===== src/rtl/nzp_pkg.sv =====
package nzp_pkg;
  localparam int unsigned NZP_W = 3;
  localparam int unsigned NEG_BIT = 2;
  localparam int unsigned ZER_BIT = 1;
  localparam int unsigned POS_BIT = 0;

  typedef logic [NZP_W-1:0] nzp_t;

  localparam nzp_t NZP_NEG = nzp_t'(1 << NEG_BIT);
  localparam nzp_t NZP_ZER = nzp_t'(1 << ZER_BIT);
  localparam nzp_t NZP_POS = nzp_t'(1 << POS_BIT);
  localparam nzp_t NZP_RST = NZP_ZER;
endpackage


===== src/rtl/nzp_classify.sv =====
module nzp_classify
  import nzp_pkg::*;
#(
  parameter int unsigned DATA_W = 16
) (
  input  logic [DATA_W-1:0] value,
  output nzp_t              cls
);
  logic is_zero;
  logic is_neg;

  assign is_zero = (value == '0);
  assign is_neg  = value[DATA_W-1];

  always_comb begin
    if (is_neg)       cls = NZP_NEG;
    else if (is_zero) cls = NZP_ZER;
    else              cls = NZP_POS;
  end
endmodule


===== src/rtl/nzp_state_reg.sv =====
module nzp_state_reg
  import nzp_pkg::*;
(
  input  logic clk,
  input  logic rst_n,
  input  logic load,
  input  nzp_t nzp_d,
  output nzp_t nzp_q
);
  always_ff @(posedge clk or negedge rst_n) begin
    if (!rst_n)    nzp_q <= NZP_RST;
    else if (load) nzp_q <= nzp_d;
  end
endmodule


===== src/rtl/branch_resolve.sv =====
module branch_resolve
  import nzp_pkg::*;
#(
  parameter int unsigned ADDR_W = 16,
  parameter int unsigned OFFS_W = 9
) (
  input  nzp_t              mask,
  input  nzp_t              nzp_cur,
  input  logic [ADDR_W-1:0] pc_inc,
  input  logic [OFFS_W-1:0] offs,
  output logic              taken,
  output logic [ADDR_W-1:0] target
);
  localparam int unsigned EXT_W = ADDR_W - OFFS_W;

  logic [NZP_W-1:0]  hit;
  logic [ADDR_W-1:0] offs_ext;

  for (genvar gi = 0; gi < NZP_W; gi++) begin : g_match
    assign hit[gi] = mask[gi] & nzp_cur[gi];
  end

  assign taken    = |hit;
  assign offs_ext = {{EXT_W{offs[OFFS_W-1]}}, offs};
  assign target   = pc_inc + offs_ext;
endmodule


===== src/rtl/cond_branch_unit.sv =====
module cond_branch_unit
  import nzp_pkg::*;
#(
  parameter int unsigned DATA_W = 16,
  parameter int unsigned OFFS_W = 9
) (
  input  logic              clk,
  input  logic              rst_n,
  input  logic              wr_en,
  input  logic [DATA_W-1:0] wr_data,
  input  logic [2:0]        cond_mask,
  input  logic [DATA_W-1:0] next_pc,
  input  logic [OFFS_W-1:0] offset9,
  output logic [2:0]        status,
  output logic              br_taken,
  output logic [DATA_W-1:0] br_target
);
  nzp_t wr_cls;
  nzp_t cur_nzp;

  nzp_classify #(.DATA_W(DATA_W)) u_classify (
    .value (wr_data),
    .cls   (wr_cls)
  );

  nzp_state_reg u_state (
    .clk   (clk),
    .rst_n (rst_n),
    .load  (wr_en),
    .nzp_d (wr_cls),
    .nzp_q (cur_nzp)
  );

  branch_resolve #(.ADDR_W(DATA_W), .OFFS_W(OFFS_W)) u_branch (
    .mask    (cond_mask),
    .nzp_cur (cur_nzp),
    .pc_inc  (next_pc),
    .offs    (offset9),
    .taken   (br_taken),
    .target  (br_target)
  );

  assign status = cur_nzp;
endmodule


===== config.mk =====
export PLATFORM = sky130hd
export DESIGN_NAME = cond_branch_unit
export DESIGN_NICKNAME = d
export VERILOG_FILES = /design/src/rtl/nzp_pkg.sv /design/src/rtl/nzp_classify.sv /design/src/rtl/nzp_state_reg.sv /design/src/rtl/branch_resolve.sv /design/src/rtl/cond_branch_unit.sv
export SDC_FILE = /design/constraint.sdc
export NUM_CORES = 1
export LEC_CHECK = 0
export ABC_AREA = 0
export BUFFER_PORTS_ARGS = -buffer_cell sky130_fd_sc_hd__buf_4
export CAP_MARGIN = 20
export CORE_UTILIZATION = 44
export DETAILED_ROUTE_END_ITERATION = 6
export MAX_ROUTING_LAYER = met4
export PLACE_DENSITY = 0.93
export SKIP_LAST_GASP = 1
export SLEW_MARGIN = 0
export SYNTH_ARGS = -nofsm -noshare
export SYNTH_HDL_FRONTEND = slang
export SYNTH_SLANG_ARGS = --single-unit

===== constraint.sdc =====
create_clock -name clk -period 4 [get_ports clk]
set_input_delay 0.6 -clock clk [delete_from_list [all_inputs] [get_ports clk]]
set_output_delay 0.6 -clock clk [all_outputs]
set_load 0.02 [all_outputs]

==> results of run 1 <==
[cell type report]
class                      count  share of cell area (%)
multi-input combinational    112                    56.1
timing repair buffer          66                    32.9
sequential                     3                    5.06
tap                           27                    2.24
inverter                       8                    1.99
clock buffer                   4                    1.74
[routing by layer]
layer | vias up | share of wire [%]
met1 | 567 | 41
met3 | 4 | 5.6
met2 | 51 | 53
li1 | 615 | -
met4 | 0 | 1.0
met5 | - | 0
[worst max-delay path: stages]
cell and delay, ps:
buf_4 110, ha_1 210, fa_1 400, a21oi_1 260, o21ai_0 190, a311o_2 420
a21oi_1 170, xnor2_1 140, buf_4 160
[metrics by stage]
stage | setup slack, ps | area [sq um]
floorplan | 1050 | 952
global placement | 797 | 1480
detailed placement | 759 | 1480
CTS | 751 | 1510
global route | 601 | 1510
finish | 733 | 1510
[power by group]
part / internal (uW) / total (uW) / switching [uW]
registers: 32.6 / 34.4 / 1.77
clock network: 37.5 / 55.1 / 17.6
logic: 134 / 278 / 144
total: 204 / 367 / 163
[kinds of logic (layout without fill, tap and decap cells)]
kind of cell | Yosys count | after routing | synth area share, %
simple gates | 43 | 43 | 24.3
compound gates | 40 | 40 | 30.0
fa+ha+maj | 16 | 16 | 21.8
xor+xnor | 10 | 10 | 9.20
buf+inv | 8 | 78 | 3.15
mux | 3 | 3 | 3.55
flops | 3 | 3 | 8.02
[cell usage after synthesis, types with 2 or more instances]
library cell / number / area [sq um]
ha_1: 15 / 188
and3_1: 3 / 18.8
o211ai_1: 2 / 15.0
o21ai_0: 4 / 20.0
nor2_1: 8 / 30.0
nor4_1: 4 / 25.0
nor3b_1: 2 / 15.0
nand2b_1: 2 / 12.5
inv_1: 8 / 30.0
a21oi_1: 12 / 60.1
nand3_1: 6 / 30.0
dfrtp_1: 2 / 50.1
nor3_1: 4 / 20.0
xnor2_1: 6 / 52.6
a21o_1: 4 / 30.0
o21bai_1: 4 / 30.0
nor2b_1: 2 / 12.5
o311a_1: 2 / 20.0
nand2_1: 7 / 26.3
xor2_1: 4 / 35.0
mux2_2: 3 / 33.8
[worst max-delay path by stage]
stage / slack [ps] / endpoint / from / cells past startpoint
floorplan: 1050 / br_target[8] / next_pc[0] / 7
global placement: 800 / br_target[8] / next_pc[0] / 9
detailed placement: 760 / br_target[8] / next_pc[0] / 9
CTS: 750 / br_target[8] / next_pc[0] / 9
global route: 600 / br_target[8] / next_pc[0] / 9
finish: 730 / br_target[8] / next_pc[0] / 9
[placed cells by master, fill, tap and decap left out, drive strengths merged, types with 3 or more instances in the layout]
cell type and count:
nor4 4, o211ai 3, o21ai 4, xor2 4, clkbuf 4, inv 8, buf 66, xnor2 6
o21bai 4, a21o 4, nor2 8, nand2 7, a21oi 13, and3 4, nor3 4, nand3 6
ha 15, mux2 3
==> impl_metrics.py, run 1 <==
metrics = {
    "timing": {
        "worst_hold_slack_ps": 140,
        "rsz0062_at_grt": "no",
        "skew_ps": 0,
        "finalSetupViolations": 0,
        "clock.fmax_mhz": 306,
        "fin_crit_ps": 3270,
        "fin_setup_tns_ps": 0,
        "slew_viol_final": 0,
        "hold_violations": 0,
        "fin_crit_sh_pct": 81.7,
        "slew_headroom_pct": 71.1,
        "tightest_slew_ps": 431,
    },
    "placed_design": {
        "place_inst": 216,
        "gp_congestion": 0.821,
        "port_buffers": 66,
        "dp_hpwl_um": 2300,
    },
    "worst_setup_path": {
        "timing.rr.start": "u_state.nzp_q[0]",
        "cp-start-kind": "input port",
        "cp-end-kind": "output pin",
        "cp_max_fo": 3,
        "cp.required_ps": 3400,
        "cp.arrival_ps": 2670,
        "reg2reg_depth": 1,
        "reg2reg_slack_ps": 3220,
        "crit_type": "in -> out",
        "timing.rr.end": "u_state.nzp_q[0]",
    },
    "die": {
        "dieHeight_um": 48.5,
        "die_w_um": 48.5,
        "start_util_pct": 47.6,
        "num_rows": 16,
        "dieArea_sq_mm": 0.00235,
        "core_area_sq_mm": 0.00200,
        "io_pins": 67,
    },
    "detailed_routing": {
        "via_per_inst": 5.62,
        "drcViolationCount": 0,
        "wl_um": 2720,
        "detail-route-antenna-nets": 0,
        "drt-initial-drc-count": 14,
        "wl_per_cell_um": 12.3,
        "firstDrtPassIters": 4,
        "vias": 1237,
    },
    "cells_and_area": {
        "regArea_sq_um": 76.3,
        "finalNonFillerCells": 220,
        "reg_top3": "u_state.nzp_q (3)",
        "final_nets": 257,
        "drive_gt1_share_pct": 40.9,
        "fin_util_pct": 75.3,
        "antenna_cells": 0,
        "syn_to_final_growth_pct": 58.3,
        "nFillCells": 146,
        "largest_register": "u_state.nzp_q",
        "multi_input_area_sq_um": 846,
        "largest_reg_flops": 3,
    },
    "global_route": {
        "busiest_layer": "met2",
        "grt_max_degree": 9,
        "grtUsageMet3_pct": 5.03,
        "antenna_found_initial": 0,
        "grt.total_usage_pct": 24.8,
        "grt_first_pass_wirelength_um": 4580,
        "grt-ovfl-total": 0,
        "grt_pass1_vias": 1142,
        "met1_usage_pct": 26.8,
        "met2_usage_pct": 45.1,
    },
    "synthesis": {
        "ys_seq_area_share_pct": 8.02,
        "synth_nets": 186,
        "synth_flop_cell": "dfrtp_1",
        "syn_avg_cell_area_sq_um": 7.74,
        "synth-edff-count": 0,
        "ys_ff_latch": 3,
        "syn_area_sq_um": 952,
        "yosysWarnings": 0,
        "synthCells": 123,
        "async_flop_share_pct": 100,
        "ys_types": 40,
    },
    "clock_network": {
        "insertion_delay_ps": 240,
        "htree_levels": 1,
        "post-cts-setup-buffers": 0,
        "holdBufCountCts": 0,
        "cts_buffers": 3,
        "numClockSinks": 3,
        "cts.repair.resized": 0,
        "clockBufferDepth": 2,
        "root_buffer": "clkbuf_4",
        "cts_tree": "built",
        "path_clk_slew_ps": 40,
    },
    "run": {
        "max_cap_viol_count": 0,
    },
    "power": {
        "vdd_drop_max_uv": 282,
        "leakagePower_uw": 0.000769,
        "power_uw": 367,
        "power.density_mw_per_mm2": 244,
    },
    "worst_hold_path": {
        "hold_class": "in -> async",
    },
    "run_status": {
        "status": "complete, no violations",
    },
}
Note: power is estimated with default switching activity, not from simulation.
==> run 2: changes to the inputs <==
--- a/config.mk
+++ b/config.mk
@@ -5,13 +5,13 @@
 export SDC_FILE = /design/constraint.sdc
 export NUM_CORES = 1
 export LEC_CHECK = 0
-export ABC_AREA = 0
+export ABC_AREA = 1
 export BUFFER_PORTS_ARGS = -buffer_cell sky130_fd_sc_hd__buf_4
 export CAP_MARGIN = 20
-export CORE_UTILIZATION = 44
+export CORE_UTILIZATION = 40
 export DETAILED_ROUTE_END_ITERATION = 6
 export MAX_ROUTING_LAYER = met4
-export PLACE_DENSITY = 0.93
+export PLACE_DENSITY = 0.86
 export SKIP_LAST_GASP = 1
 export SLEW_MARGIN = 0
 export SYNTH_ARGS = -nofsm -noshare
==> constraint.sdc (replaced) <==
create_clock -name clk -period 2.9 [get_ports clk]
set_input_delay 0.435 -clock clk [delete_from_list [all_inputs] [get_ports clk]]
set_output_delay 0.435 -clock clk [all_outputs]
set_load 0.02 [all_outputs]
==> run 2 against run 1 <==
First-iteration DRC count down 14%. Routed wire length increased by 3.7%. Global-route usage down 3.3 points. Largest power group unchanged.
==> impl_metrics.py, run 2 <==
metrics = {
    "worst_hold_path": {
        "worstHoldStart": "wr_en",
        "hold_class": "in -> reg",
    },
    "die": {
        "num_rows": 18,
        "dieArea_sq_mm": 0.00303,
        "start_util_pct": 43.8,
        "die_w_um": 55.0,
        "core_area_sq_mm": 0.00257,
        "dieHeight_um": 55.0,
        "io_pins": 67,
    },
    "power": {
        "power.density_mw_per_mm2": 295,
        "leakagePower_uw": 0.00105,
        "power_uw": 500,
        "vdd_drop_max_uv": 213,
    },
    "synthesis": {
        "synth.most_common_cell": "nand2_1",
        "synth-edff-count": 0,
        "synthCells": 203,
        "async_flop_share_pct": 100,
        "ys_types": 24,
        "syn_area_sq_mm": 0.00112,
        "synth_flop_cell": "dfrtp_1",
        "netlist.area_leader.share_pct": 27.0,
        "ys_top_cells_by_count": "nand2_1 (81), inv_1 (35), nor2_1 (16)",
        "synthTopCellsByArea": "nand2_1 (27%), ha_1 (17%), inv_1 (12%)",
        "ys_seq_area_share_pct": 6.79,
        "ys_ff_latch": 3,
        "syn_avg_cell_area_sq_um": 5.54,
        "yosysWarnings": 0,
        "synth_top_cell_by_area": "nand2_1",
        "synth_nets": 266,
    },
    "clock_network": {
        "path_clk_slew_ps": 40,
        "insertion_delay_ps": 230,
        "cts_buffers": 3,
        "htree_levels": 1,
        "cts_tree": "built",
        "root_buffer": "clkbuf_4",
        "numClockSinks": 3,
        "clockBufferDepth": 2,
    },
    "worst_setup_path": {
        "slowest_delay_ps": 420,
        "cp_top_family": "adder cells",
        "cp.required_ps": 2470,
        "cp-end-kind": "output pin",
        "cp_max_fo": 3,
        "cp.arrival_ps": 1910,
        "startpoint": "next_pc[0]",
        "critPathBufInv": 2,
        "worstPathCellList": "buf_4 > ha_1 > fa_1 > nand2_1 > nand2_1 > nand3b_1 > nand2_2 > nand2_1 > nand2_1 > nand2_1 > nand2_1 > buf_4",
        "cp-start-kind": "input port",
        "crit_slowest_cell": "fa_1",
        "crit_path_frequent_cell": "nand2_1",
        "timing.rr.start": "u_state.nzp_q[1]",
        "crit_type": "in -> out",
    },
    "global_route": {
        "antenna_found_initial": 0,
        "grt_pass1_vias": 1230,
        "grt_first_pass_wirelength_um": 4670,
        "grt_max_degree": 9,
        "grt.total_usage_pct": 21.4,
        "grt-ovfl-total": 0,
    },
    "cells_and_area": {
        "final_nets": 338,
        "mostFrequentLayoutCells": "nand2_1 (81), buf_4 (66), inv_1 (35)",
        "syn_to_final_growth_pct": 50.6,
        "antenna_cells": 0,
        "final_common_cell": "nand2_1",
        "fin_util_pct": 66.0,
        "reg_top3": "u_state.nzp_q (3)",
        "largest_register": "u_state.nzp_q",
        "drive_gt1_share_pct": 33.2,
        "largest_reg_flops": 3,
    },
    "detailed_routing": {
        "firstDrtPassIters": 4,
        "wl_per_cell_um": 9.26,
        "wl_um": 2820,
        "detail-route-antenna-nets": 0,
        "drt-initial-drc-count": 12,
        "vias": 1384,
        "via_per_inst": 4.55,
        "drcViolationCount": 0,
    },
    "timing": {
        "fin_crit_ps": 2340,
        "fin_crit_sh_pct": 80.7,
        "slew_viol_final": 0,
        "slew_headroom_pct": 86.4,
        "hold_violations": 0,
        "clock.fmax_mhz": 427,
        "rsz0062_at_grt": "no",
        "skew_ps": 0,
        "finalSetupViolations": 0,
        "worst_hold_slack_ps": 447,
        "fin_setup_tns_ps": 0,
        "tightest_slew_ps": 204,
    },
    "run": {
        "max_cap_viol_count": 0,
    },
    "placed_design": {
        "port_buffers": 66,
        "dp_hpwl_um": 2500,
        "gp_congestion": 0.797,
    },
    "run_status": {
        "status": "complete, no violations",
    },
}
## run 2: cell count changes after synthesis, moves of 6 or more
cell	change
nand2_1	+74
inv_1	+27
nor2_1	+8
nand2_2	+7
a21oi_1	-6
## run 2: final cells by class
cell class	instances	area [sq um]
clock buffers	4	26.3
fillers	247	873
inverters	38	143
multi-input cells	162	906
flip-flops and latches	3	76.3
well taps	30	37.5
repair buffers	67	505
## run 2: final timing paths
| check | endpoint | slack, ps | cells after the start |
|---|---|---|---|
| worst max-delay path | br_target[14] | 560 | 12 |
| worst min-delay path | u_state.nzp_q[0] | 450 | 3 |
| worst max register to register | u_state.nzp_q[1] | 2170 | 2 |
| worst min register to register | u_state.nzp_q[1] | 500 | 2 |
| max in group asynchronous | u_state.nzp_q[1] | 2180 | 2 |
| min in group asynchronous | u_state.nzp_q[0] | 530 | 2 |
## run 2: layer usage
metal	vias to the layer above	track usage [%]	part of all wire, %
met5	-	-	0
met4	0	8.75	0.92
met3	2	0.820	4.0
met2	29	40.2	53
met1	582	23.5	42
li1	771	-	-
## run 2: what timing repair did
action	CTS	global route
gates resized for setup	0	0
hold buffers	1	0
endpoints found under the hold margin	2	0
setup buffers	0	0
## run 2: power by group
group          leakage [uW]  switching, uW  total, uW  internal (uW)
sequential        0.0000347           2.05       46.7           44.7
combinational       0.00100            209        380            171
clock             0.0000150           21.7       73.3           51.6
## run 2: cell families (layout without fill, tap and decap cells)
logic type,after synthesis,in the layout,share of synthesized area (%)
AND/OR/NAND/NOR,129,129,51.5
buffers and inverters,38,109,12.7
adder cells (fa/ha/maj),16,16,18.5
AO/OA/AOI/OAI,9,9,4.34
XOR/XNOR,8,8,6.23
flip-flops,3,3,6.79
## run 2: worst min-delay path, stage by stage
cell	delay (ps)
buf_4	80
nand3_1	70
nand2_1	60
## run 2: stage by stage
stage                     area (sq um)  setup slack (ps)  instances
after floorplan                   1120               715        203
after global placement            1660               608        299
after detailed placement          1660               557        299
after CTS                         1690               551        304
after global routing              1690               428        304
final                             1690               559        304
==> run 3: changes to the inputs <==
--- a/config.mk
+++ b/config.mk
@@ -5,13 +5,13 @@
 export SDC_FILE = /design/constraint.sdc
 export NUM_CORES = 1
 export LEC_CHECK = 0
-export ABC_AREA = 1
+export ABC_AREA = 0
 export BUFFER_PORTS_ARGS = -buffer_cell sky130_fd_sc_hd__buf_4
 export CAP_MARGIN = 20
-export CORE_UTILIZATION = 40
+export CORE_UTILIZATION = 41
 export DETAILED_ROUTE_END_ITERATION = 6
 export MAX_ROUTING_LAYER = met4
-export PLACE_DENSITY = 0.86
+export PLACE_DENSITY = 0.88
 export SKIP_LAST_GASP = 1
 export SLEW_MARGIN = 0
 export SYNTH_ARGS = -nofsm -noshare
==> constraint.sdc (replaced) <==
create_clock -name clk -period 2.23 [get_ports clk]
set_input_delay 0.3345 -clock clk [delete_from_list [all_inputs] [get_ports clk]]
set_output_delay 0.3345 -clock clk [all_outputs]
set_load 0.02 [all_outputs]
==> run 3 against run 2 <==
The run now ends with setup timing left. Sequential power increased by 35%. Hold slack got worse by 86 ps. Utilization increased by 25 points. Sequential share of layout area decreased by 0.67 points. Clock skew unchanged. Largest cell class unchanged. Register-to-register slack got worse by 770 ps. Non-clock buffer count increased by 27. Global-route usage increased by 12 points. Critical path depth decreased by 4. First-iteration DRC count increased to 6.8 times the previous value. Via count increased by 17%. Critical path type unchanged.
==> impl_metrics.py, run 3 (synthesis results as in run 1) <==
metrics = {
    "detailed_routing": {
        "drcViolationCount": 0,
        "firstDrtPassIters": 6,
        "vias": 1614,
        "wl_um": 5160,
        "detail-route-antenna-nets": 0,
        "drt-initial-drc-count": 82,
        "wl_per_cell_um": 20.7,
        "via_per_inst": 6.48,
    },
    "run_status": {
        "status": "finished with violations",
        "violations": "setup timing",
    },
    "global_route": {
        "grt-ovfl-total": 0,
        "grt_first_pass_wirelength_um": 6340,
        "grt.total_usage_pct": 33.1,
        "antenna_found_initial": 0,
        "grt_pass1_vias": 1522,
        "grt_max_degree": 9,
    },
    "cells_and_area": {
        "antenna_cells": 0,
        "largest_reg_flops": 3,
        "drive_gt1_share_pct": 62.0,
        "nFillCells": 97,
        "reg_top3": "u_state.nzp_q (3)",
        "regArea_sq_um": 76.3,
        "mostFrequentLayoutCells": "buf_4 (82), buf_6 (11), nor2_1 (8), inv_1 (8), ha_4 (7)",
        "final_nets": 285,
        "multi_input_area_sq_mm": 0.00107,
        "final_common_cell": "buf_4",
        "syn_to_final_growth_pct": 109,
        "largest_register": "u_state.nzp_q",
        "fin_util_pct": 90.9,
    },
    "clock_network": {
        "root_buffer": "clkbuf_4",
        "clockBufferDepth": 2,
        "numClockSinks": 3,
        "path_clk_slew_ps": 40,
        "htree_levels": 1,
        "cts_buffers": 3,
        "insertion_delay_ps": 240,
        "cts_tree": "built",
    },
    "power": {
        "power.density_mw_per_mm2": 438,
        "seqPwrFrac_pct": 7.2,
        "clkPwrFrac_pct": 11.6,
        "leakagePower_uw": 0.000946,
        "swShare_pct": 45.4,
        "p_int_uw": 476,
        "p_comb_share_pct": 81.1,
        "vdd_drop_max_uv": 431,
        "p_switching_uw": 396,
    },
    "timing": {
        "worst_hold_slack_ps": 362,
        "fin_setup_tns_ps": -773,
        "finalSetupViolations": 6,
        "skew_ps": 0,
        "slew_viol_final": 0,
        "final.setup.worst_slack_ps": -217,
        "slew_headroom_pct": 75.5,
        "clock.fmax_mhz": 409,
        "tightest_slew_ps": 366,
        "fin_crit_sh_pct": 110,
        "rsz0062_at_grt": "yes",
        "fin_crit_ps": 2450,
        "hold_violations": 0,
    },
    "placed_design": {
        "port_buffers": 66,
        "place_ws_ps": -412,
        "gp_congestion": 0.864,
        "dp_hpwl_um": 2700,
    },
    "die": {
        "num_rows": 17,
        "dieArea_sq_mm": 0.00252,
        "core_area_sq_mm": 0.00219,
        "start_util_pct": 43.5,
        "dieHeight_um": 50.2,
        "die_w_um": 50.2,
        "io_pins": 67,
    },
    "worst_setup_path": {
        "cp.required_ps": 1900,
        "worstPathCellList": "buf_4 > ha_2 > and3_1 > a221o_1 > nor2_1 > nand2_1 > o311ai_2 > buf_4",
        "cp_max_fo": 6,
        "crit_type": "in -> out",
        "cp.arrival_ps": 2110,
        "slowest_delay_ps": 380,
        "cp-end-kind": "output pin",
        "crit_slowest_cell": "a221o_1",
        "cp-start-kind": "input port",
        "crit_path_frequent_cell": "buf_4",
    },
    "run": {
        "max_cap_viol_count": 0,
    },
    "worst_hold_path": {
        "hold_class": "in -> reg",
    },
}
[run 3: repair_timing]
action | CTS | global route
setup buffers | 4 | 5
hold endpoints to repair | 2 | 0
pin swaps | 14 | 21
resized for setup | 25 | 23
hold buffers | 1 | 0
endpoints found under the setup margin | 11 | 9
[run 3: layout make-up]
class	instances	area share [%]
clock buffers	4	1.32
inverters	8	1.51
multi-input cells	112	54.0
flip-flops and latches	3	3.83
well taps	28	1.76
repair buffers	94	37.6
[run 3: critical path: cells and delay by family]
| kind | cells | cell delay, ps |
|---|---|---|
| AO/OA/AOI/OAI | 2 | 660 |
| AND/OR/NAND/NOR | 3 | 440 |
| buffers and inverters | 2 | 350 |
| adder cells (fa/ha/maj) | 1 | 320 |
[run 3: power by group through the flow]
| stage | Clock, uW | Sequential (uW) | Combinational [uW] |
|---|---|---|---|
| final | 101 | 63.1 | 707 |
| after global routing | 103 | 62.8 | 737 |
| after CTS | 98.0 | 61.7 | 605 |
| after detailed placement | 0 | 62.5 | 558 |
| after global placement | 0 | 61.9 | 539 |
| after floorplan | 0 | 66.1 | 301 |
[run 3: final timing paths]
path	to	slack [ps]	start	cells after the start
worst max-delay path	br_target[12]	-220	offset9[8]	8
worst min-delay path	u_state.nzp_q[2]	360	wr_data[15]	2
worst max register to register	u_state.nzp_q[0]	1400	u_state.nzp_q[0]	1
worst min register to register	u_state.nzp_q[2]	600	u_state.nzp_q[2]	1
max in group asynchronous	u_state.nzp_q[1]	1610	rst_n	2
min in group asynchronous	u_state.nzp_q[0]	420	rst_n	2
[run 3: layer usage]
metal,share of wire [%],global-route usage (%)
met1,34,31.9
met2,52,68.4
met3,8.4,1.21
met4,5.3,10.5
met5,0,-
[run 3: through the flow]
| step | power (uW) | instances | area (sq um) |
|---|---|---|---|
| after global routing | 903 | 249 | 1990 |
| after floorplan | 367 | 123 | 971 |
| after global placement | 601 | 237 | 1650 |
| after CTS | 765 | 245 | 1850 |
| final | 872 | 249 | 1990 |
| after detailed placement | 620 | 237 | 1650 |
